===== config.mk =====
export PLATFORM = sky130hd
export DESIGN_NAME = intr_flag_ctrl
export DESIGN_NICKNAME = d
export VERILOG_FILES = /design/src/rtl/ifc_pkg.sv /design/src/rtl/ifc_sync.sv /design/src/rtl/ifc_edge.sv /design/src/rtl/ifc_chg.sv /design/src/rtl/ifc_flag.sv /design/src/rtl/intr_flag_ctrl.sv
export SDC_FILE = /design/constraint.sdc
export NUM_CORES = 1
export LEC_CHECK = 0
export BUFFER_PORTS_ARGS = -buffer_cell sky130_fd_sc_hd__clkbuf_2
export CAP_MARGIN = 10
export CELL_PAD_IN_SITES_DETAIL_PLACEMENT = 0
export CELL_PAD_IN_SITES_GLOBAL_PLACEMENT = 1
export CORE_ASPECT_RATIO = 0.9
export CORE_UTILIZATION = 40
export DETAILED_ROUTE_END_ITERATION = 10
export PLACE_DENSITY = 0.84
export SYNTH_ARGS = -nofsm -noshare
export SYNTH_HDL_FRONTEND = slang
export SYNTH_SLANG_ARGS = --single-unit

===== constraint.sdc =====
create_clock -name clk -period 1.8 [get_ports clk]
set_input_delay 0.09 -clock clk [delete_from_list [all_inputs] [get_ports clk]]
set_output_delay 0.09 -clock clk [all_outputs]
set_load 0.005 [all_outputs]

===== src/rtl/ifc_pkg.sv =====
package ifc_pkg;
  localparam int NSRC    = 3;
  localparam int SRC_EXT = 0;
  localparam int SRC_TMR = 1;
  localparam int SRC_CHG = 2;
  localparam int EN_LSB  = 4;
  localparam int GIE_BIT = 7;
  localparam int POL_BIT = 0;
  typedef enum logic {SEL_CTRL = 1'b0, SEL_OPT = 1'b1} reg_sel_e;
endpackage


===== src/rtl/ifc_sync.sv =====
module ifc_sync #(
  parameter int W      = 1,
  parameter int STAGES = 2
) (
  input  logic         clk,
  input  logic         rst_n,
  input  logic [W-1:0] d,
  output logic [W-1:0] q
);
  logic [W-1:0] st [STAGES];

  always_ff @(posedge clk or negedge rst_n) begin
    if (!rst_n) begin
      for (int i = 0; i < STAGES; i++) st[i] <= '0;
    end else begin
      st[0] <= d;
      for (int i = 1; i < STAGES; i++) st[i] <= st[i-1];
    end
  end

  assign q = st[STAGES-1];
endmodule


===== src/rtl/ifc_edge.sv =====
module ifc_edge (
  input  logic clk,
  input  logic rst_n,
  input  logic s,
  input  logic pol,
  output logic hit
);
  logic prev;

  always_ff @(posedge clk or negedge rst_n) begin
    if (!rst_n) prev <= 1'b0;
    else        prev <= s;
  end

  // pol=1 -> rising, pol=0 -> falling
  assign hit = pol ? (s & ~prev) : (~s & prev);
endmodule


===== src/rtl/ifc_chg.sv =====
module ifc_chg #(
  parameter int W = 4
) (
  input  logic         clk,
  input  logic         rst_n,
  input  logic [W-1:0] s,
  input  logic         snap,
  output logic         hit
);
  logic [W-1:0] copy_q;

  always_ff @(posedge clk or negedge rst_n) begin
    if (!rst_n)    copy_q <= '0;
    else if (snap) copy_q <= s;
  end

  assign hit = |(s ^ copy_q);
endmodule


===== src/rtl/ifc_flag.sv =====
module ifc_flag (
  input  logic clk,
  input  logic rst_n,
  input  logic set_evt,
  input  logic wr_en,
  input  logic wr_val,
  output logic q
);
  // a hardware event outranks a software write
  always_ff @(posedge clk or negedge rst_n) begin
    if (!rst_n)       q <= 1'b0;
    else if (set_evt) q <= 1'b1;
    else if (wr_en)   q <= wr_val;
  end
endmodule


===== src/rtl/intr_flag_ctrl.sv =====
module intr_flag_ctrl
  import ifc_pkg::*;
#(
  parameter int DATA_W      = 8,
  parameter int PORT_W      = 4,
  parameter int SYNC_STAGES = 2
) (
  input  logic              clk,
  input  logic              rst_n,
  input  logic              ext_pin,
  input  logic              tmr_ovf,
  input  logic [PORT_W-1:0] port_hi,
  input  logic              port_rd,
  input  logic              reg_wr,
  input  logic              reg_sel,
  input  logic [DATA_W-1:0] reg_wdata,
  output logic [DATA_W-1:0] reg_rd_data,
  input  logic              sleeping,
  input  logic              irq_ack,
  input  logic              reti,
  output logic              irq_req,
  output logic              wake
);
  logic              ext_s, ext_hit, chg_hit;
  logic [PORT_W-1:0] port_s;
  logic [NSRC-1:0]   evt, flag_q, en_q, pend;
  logic              glob_en, pol_q, wr_ctrl, wr_opt;

  ifc_sync #(.W(1), .STAGES(SYNC_STAGES)) u_ext_sync (
    .clk(clk), .rst_n(rst_n), .d(ext_pin), .q(ext_s));

  ifc_edge u_ext_edge (
    .clk(clk), .rst_n(rst_n), .s(ext_s), .pol(pol_q), .hit(ext_hit));

  ifc_sync #(.W(PORT_W), .STAGES(SYNC_STAGES)) u_port_sync (
    .clk(clk), .rst_n(rst_n), .d(port_hi), .q(port_s));

  ifc_chg #(.W(PORT_W)) u_chg (
    .clk(clk), .rst_n(rst_n), .s(port_s), .snap(port_rd), .hit(chg_hit));

  assign evt[SRC_EXT] = ext_hit;
  assign evt[SRC_TMR] = tmr_ovf;
  assign evt[SRC_CHG] = chg_hit;

  assign wr_ctrl = reg_wr && (reg_sel == SEL_CTRL);
  assign wr_opt  = reg_wr && (reg_sel == SEL_OPT);

  for (genvar g = 0; g < NSRC; g++) begin : g_src
    ifc_flag u_flag (
      .clk(clk), .rst_n(rst_n), .set_evt(evt[g]),
      .wr_en(wr_ctrl), .wr_val(reg_wdata[g]), .q(flag_q[g]));
  end

  always_ff @(posedge clk or negedge rst_n) begin
    if (!rst_n) begin
      en_q  <= '0;
      pol_q <= 1'b0;
    end else begin
      if (wr_ctrl) en_q  <= reg_wdata[EN_LSB +: NSRC];
      if (wr_opt)  pol_q <= reg_wdata[POL_BIT];
    end
  end

  // acknowledge > return > software write
  always_ff @(posedge clk or negedge rst_n) begin
    if (!rst_n)       glob_en <= 1'b0;
    else if (irq_ack) glob_en <= 1'b0;
    else if (reti)    glob_en <= 1'b1;
    else if (wr_ctrl) glob_en <= reg_wdata[GIE_BIT];
  end

  assign pend    = flag_q & en_q;
  assign irq_req = glob_en & (|pend);
  assign wake    = sleeping & (|pend);

  always_comb begin
    reg_rd_data = '0;
    if (reg_sel == SEL_CTRL) begin
      reg_rd_data[NSRC-1:0]          = flag_q;
      reg_rd_data[EN_LSB +: NSRC]    = en_q;
      reg_rd_data[GIE_BIT]           = glob_en;
    end else begin
      reg_rd_data[POL_BIT]           = pol_q;
    end
  end

  logic unused_wdata;
  assign unused_wdata = ^reg_wdata;
endmodule


==> impl_metrics.yaml, run 1 <==
power:
  powerDensity_nw_per_um2: 799.3
  peakVddDrop_v: 0.0006086
  p_leak_nw: 0.5876
logic_synthesis:
  syn-num-nets: 85
  synth_flop_cell: "dfrtp_1"
  synth.cell_area_um2: 918.4
  synth-seq-area-share_pct: 62.67
  synth_area_leaders: "dfrtp_1 63%, mux2_2 7.4%, and2b_2 5.7%, mux2_4 4.9%, xor2_1 3.8%"
  async_reset_ff_share_pct: 100.0
  avgSynthCellArea_um2: 14.58
  synth_cell_types: 19
  yosys.area.top_type_share_pct: 62.67
  synth_seq_cells: 23
  synth_top_area_cell: "dfrtp_1"
  yosysWarnings: 0
  netlist_instances: 63
  synth-edff-count: 0
placed_design:
  dp_hpwl_mm: 1.045
  place_inst: 117
  portBuffers: 29
  gp_congestion: 0.6731
timing:
  slew_violations: 0
  max_freq_mhz: 680.1
  setup-violations-final: 0
  hold_viol_final: 0
  rsz0062_at_grt: "no"
  fin_crit_sh_pct: 81.68
  final.setup_skew_ps: 3.903
  slew_headroom_pct: 63.79
  setup-tns-final_ps: 0
  worstMarginPinSlew_ps: 543.2
  min_period_ps: 1470
finish:
  drive_gt1_share_pct: 47.62
  antenna_cells: 0
  layout_common_cells: "29 x clkbuf_2, 23 x dfrtp_1, 11 x dlygate4sd3_1, 6 x and2b_2, 6 x mux2_2"
  n_fill_cell: 182
  layout_commonest_cell: "clkbuf_2"
  finalCoreUtilization_pct: 56.25
  layout.cells.non_filler: 132
  area.growth.synth_to_final_pct: 32.43
  nets: 128
worst_hold_path:
  worstHoldStart: "reg_wdata[4]"
  hold_class: "in2reg"
setup_path:
  rr_startpoint: "g_src[1].u_flag.q"
  worstSetupPathType: "reg2reg"
  endpoint: "g_src[1].u_flag.q"
  crit_required_ps: 2000
  r2r_cells: 3
  rrSetupSlack_ps: 330
  start_kind: "flop"
  crit_path_max_fanout: 3
  r2r-end: "g_src[1].u_flag.q"
  end_kind: "flop"
  critPathLaunch: "g_src[1].u_flag.q"
  critPathArrivalTime_ps: 1670
status:
  status: "complete, no violations"
clock_network:
  cts_buffers: 3
  clockRootBuffer: "clkbuf_4"
  clock_sinks: 23
  htreeDepth: 1
  cts_tree: "done"
  clk_pin_slew_ps: 110
  clk_latency_ps: 300
  cts_max_path_buffers: 2
  postCtsSetupBuffers: 0
global_route:
  first_global_vias: 523
  antenna_found_initial: 0
  overflow: 0
  grt_pass1_wl_mm: 2.325
  grt_usage_pct: 13.65
  grt_max_degree: 24
floorplanning:
  die_area_um2: 2492
  core_area_um2: 2162
  rows: 16
  die_h_um: 47.46
  fp.dieW_um: 52.51
  pin_count: 32
  start_util_pct: 42.48
routing:
  vias: 589
  drc: 0
  avgRoutedWirePerCell_um: 10.92
  ant_nets: 0
  drt-pass1-iter-count: 4
  viasPerCell: 4.462
  first_iter_violations: 6
  wl_mm: 1.442
flow_run:
  drv_cap: 0
-- per-stage QoR --
step / cell area (um2) / total power [mW] / hold slack, ps / setup slack [ps]
2_1_floorplan: 918.4 / 0.6724 / -205.6 / 844.7
3_3_place_gp: 1079 / 0.7310 / 100.3 / 620.8
3_5_place_dp: 1079 / 0.7389 / 103.6 / 582.0
4_1_cts: 1216 / 0.9862 / 8.039 / 327.2
5_1_grt: 1216 / 1.027 / 3.473 / 226.6
6_report: 1216 / 0.9721 / 21.42 / 329.7
-- worst max-delay path, cell delays in order, from the launching register on --
cell	delay, ps
dfrtp_1	400
nor2b_2	150
a211o_1	260
dlygate4sd3_1	550
-- cell usage after synthesis, types with 2 or more instances --
cell / number
mux2_2: 6
nor2b_2: 2
nor2b_1: 2
and2b_2: 6
nand2_1: 4
dfrtp_1: 23
xor2_1: 4
mux2_4: 3
mux2i_1: 3
-- kinds of logic (layout without fill, tap and decap cells) --
family / count (synthesis) / count (layout) / share of synthesized area, %
mux: 12 / 12 / 15.53
compound gates: 4 / 4 / 3.406
flops: 23 / 23 / 62.67
xor+xnor: 4 / 4 / 3.814
other cells: 1 / 1 / 0.4083
simple gates: 16 / 16 / 11.72
buf+inv: 3 / 45 / 2.452
-- power breakdown --
part           total, mW  switching [mW]  internal (mW)
logic              0.160          0.0595          0.101
clock network      0.227           0.144         0.0829
registers          0.585          0.0274          0.558
-- flip-flops by register name (all words and copies together) (netlist names) --
| register | flops |
|---|---|
| u_ext_sync.st | 1 |
| u_chg.copy_q | 4 |
| u_ext_sync.q | 1 |
| g_src.u_flag.q | 3 |
| u_port_sync.st | 4 |
| en_q | 3 |
| glob_en | 1 |
| pol_q | 1 |
| u_port_sync.q | 4 |
| u_ext_edge.prev | 1 |
-- timing repair --
item | in CTS | in global routing
resized for setup | 0 | 0
endpoints found under the hold margin | 31 | 0
hold buffers | 11 | 0
-- worst min path at each step --
| stage | to | slack (ps) | depth (start not counted) |
|---|---|---|---|
| finish | en_q[0] | 20 | 2 |
| global route | en_q[0] | 3 | 2 |
| floorplan | en_q[0] | -210 | 0 |
| global placement | u_chg.copy_q[2] | 100 | 1 |
| CTS | en_q[0] | 8 | 2 |
| detailed placement | en_q[1] | 100 | 1 |
-- layer usage --
| metal | share of wire [%] | GRT usage, % | vias up |
|---|---|---|---|
| met5 | 0 | 0 | - |
| met4 | 0.55 | 3.158 | 0 |
| met3 | 4.6 | 6.667 | 2 |
| met2 | 47 | 20.76 | 15 |
| met1 | 48 | 17.83 | 280 |
| li1 | - | - | 292 |
-- final cells by class --
| type | count | area [um2] | area share, % |
|---|---|---|---|
| repair buffers | 40 | 255.2 | 20.99 |
| multi-input cells | 37 | 320.3 | 26.34 |
| clock inverters | 1 | 5.005 | 0.4115 |
| well taps | 27 | 33.78 | 2.778 |
| inverters | 1 | 3.754 | 0.3086 |
| flip-flops and latches | 23 | 575.6 | 47.32 |
| clock buffers | 3 | 22.52 | 1.852 |
(Power assumes the default switching activity.)
==> run 2: changes to the inputs <==
Settings changed: CORE_UTILIZATION 40 to 34, PLACE_DENSITY 0.84 to 0.77.
Clock period 1.8 ns to 1.3 ns, I/O delays scaled along.
==> impl_metrics.yaml, run 2 (synthesis gave the netlist of run 1 again) <==
placed_design:
  place_inst: 119
  place_ws_ps: 192.3
  portBuffers: 29
  dpl_cell_area_um2: 1087
  gp_congestion: 0.7002
flow_run:
  drv_cap: 0
setup_path:
  worst_path_dominant_cell_family: "compound AO/OA/AOI/OAI gates"
  cp_slowest_stage_delay_ps: 430
  end_kind: "primary output"
  critPathArrivalTime_ps: 1350
  worstSetupPathType: "reg2out"
  critPathBufInv: 1
  path_cells: "a222oi_1 > nor2b_1 > clkbuf_2"
  slowest_stage: "a222oi_1"
  crit_required_ps: 1240
  crit_path_max_fanout: 2
  start_kind: "flop"
timing:
  final.setup_skew_ps: 0.6377
  setup-tns-final_ps: -233.3
  setup-violations-final: 2
  hold_viol_final: 0
  min_period_ps: 1417
  hold_slack_ps: 64.16
  fin_crit_sh_pct: 109.0
  max_freq_mhz: 705.8
  slew_headroom_pct: 64.86
  slew_violations: 0
  worst_slack_ps: -116.8
  worstMarginPinSlew_ps: 527.2
  rsz0062_at_grt: "yes"
finish:
  nets: 135
  reg_top3: "u_chg.copy_q x4, u_port_sync.q x4, u_port_sync.st x4"
  layout.cells.non_filler: 140
  finalCoreUtilization_pct: 51.00
  antenna_cells: 0
  final_cell_area_um2: 1280
  layout_commonest_cell: "clkbuf_2"
  drive_gt1_share_pct: 47.32
  area.growth.synth_to_final_pct: 39.37
  n_fill_cell: 236
  layout_common_cells: "29 x clkbuf_2, 23 x dfrtp_1, 15 x dlygate4sd3_1, 6 x and2b_2, 6 x mux2_2"
power:
  total_power_mw: 1.372
  powerDensity_nw_per_um2: 1072
  p_leak_nw: 0.6203
  peakVddDrop_v: 0.0006539
clock_network:
  cts_max_path_buffers: 2
  cts_buffers: 3
  clk_latency_ps: 300
  cts-resized-gates: 0
  clock_sinks: 23
  cts_tree: "done"
  clk_pin_slew_ps: 120
  clockRootBuffer: "clkbuf_4"
  htreeDepth: 1
routing:
  drt-pass1-iter-count: 7
  avgRoutedWirePerCell_um: 11.42
  first_iter_violations: 6
  vias: 630
  ant_nets: 0
  wl_mm: 1.599
  drc: 4
  viasPerCell: 4.500
status:
  status: "finished with violations"
  violations: "design-rule violations, negative setup slack"
worst_hold_path:
  hold_class: "in2reg"
global_route:
  grt.busiest_layer: "met2"
  overflow: 0
  grt_usage_pct: 12.67
  met1_usage_pct: 14.82
  grt_pass1_wl_mm: 2.718
  first_global_vias: 620
  grt_max_degree: 24
  use_met3_pct: 3.291
  antenna_found_initial: 0
  met2_usage_pct: 22.42
floorplanning:
  pin_count: 32
  die_area_um2: 2913
  core_area_um2: 2510
  fp.dieW_um: 56.79
  rows: 17
  start_util_pct: 36.59
  die_h_um: 51.31
==> run 2: cell types whose count changed in the layout (fill, tap and decap cells not counted) <==
cell           before  now
dlygate4sd3_1      11   15
buf_4               0    3
==> run 2: power breakdown <==
| part | internal, mW | switching [mW] |
|---|---|---|
| Sequential | 0.772 | 0.0377 |
| Clock | 0.115 | 0.206 |
| Combinational | 0.154 | 0.0864 |
| Total | 1.04 | 0.330 |
==> run 2: final timing paths <==
kind | slack (ps) | depth (start not counted) | from | end
min reg2reg | 360 | 0 | u_port_sync.st[5] | u_port_sync.q[1]
min in group asynchronous | 260 | 2 | rst_n | u_chg.copy_q[2]
max reg2reg | 60 | 3 | glob_en | glob_en
max in group asynchronous | 690 | 2 | rst_n | pol_q
max | -120 | 3 | en_q[2] | wake
min | 60 | 3 | reg_wr | pol_q
==> run 2: layout make-up <==
cell class              instances  area (um2)  share of cell area (%)
clock buffers                   3       22.52                   1.760
multi-input cells              37       320.3                   25.02
repair buffers                 47       317.8                   24.83
flip-flops and latches         23       575.6                   44.97
inverters                       1       3.754                  0.2933
well taps                      28       35.03                   2.737
clock inverters                 1       5.005                  0.3910
==> run 2: timing repair <==
action                     CTS  global route
setup endpoints to repair    2             2
gates cloned                 0             0
setup buffers                2             0
pin swaps                    1             1
hold buffers                14             1
hold endpoints to repair    34             1
==> run 2: metal layers <==
layer / vias up / share of wire (%) / routed length, um
li1: 310 / - / -
met1: 300 / 43 / 694
met2: 18 / 50 / 807
met3: 2 / 4.8 / 76
met4: 0 / 1.3 / 21
met5: - / 0 / 0
==> run 2: worst min-delay path: cells and delay by family <==
family                 cells  cell delay [ps]
buffers and inverters      1               90
and+or+nand+nor            1               50
muxes                      1              140
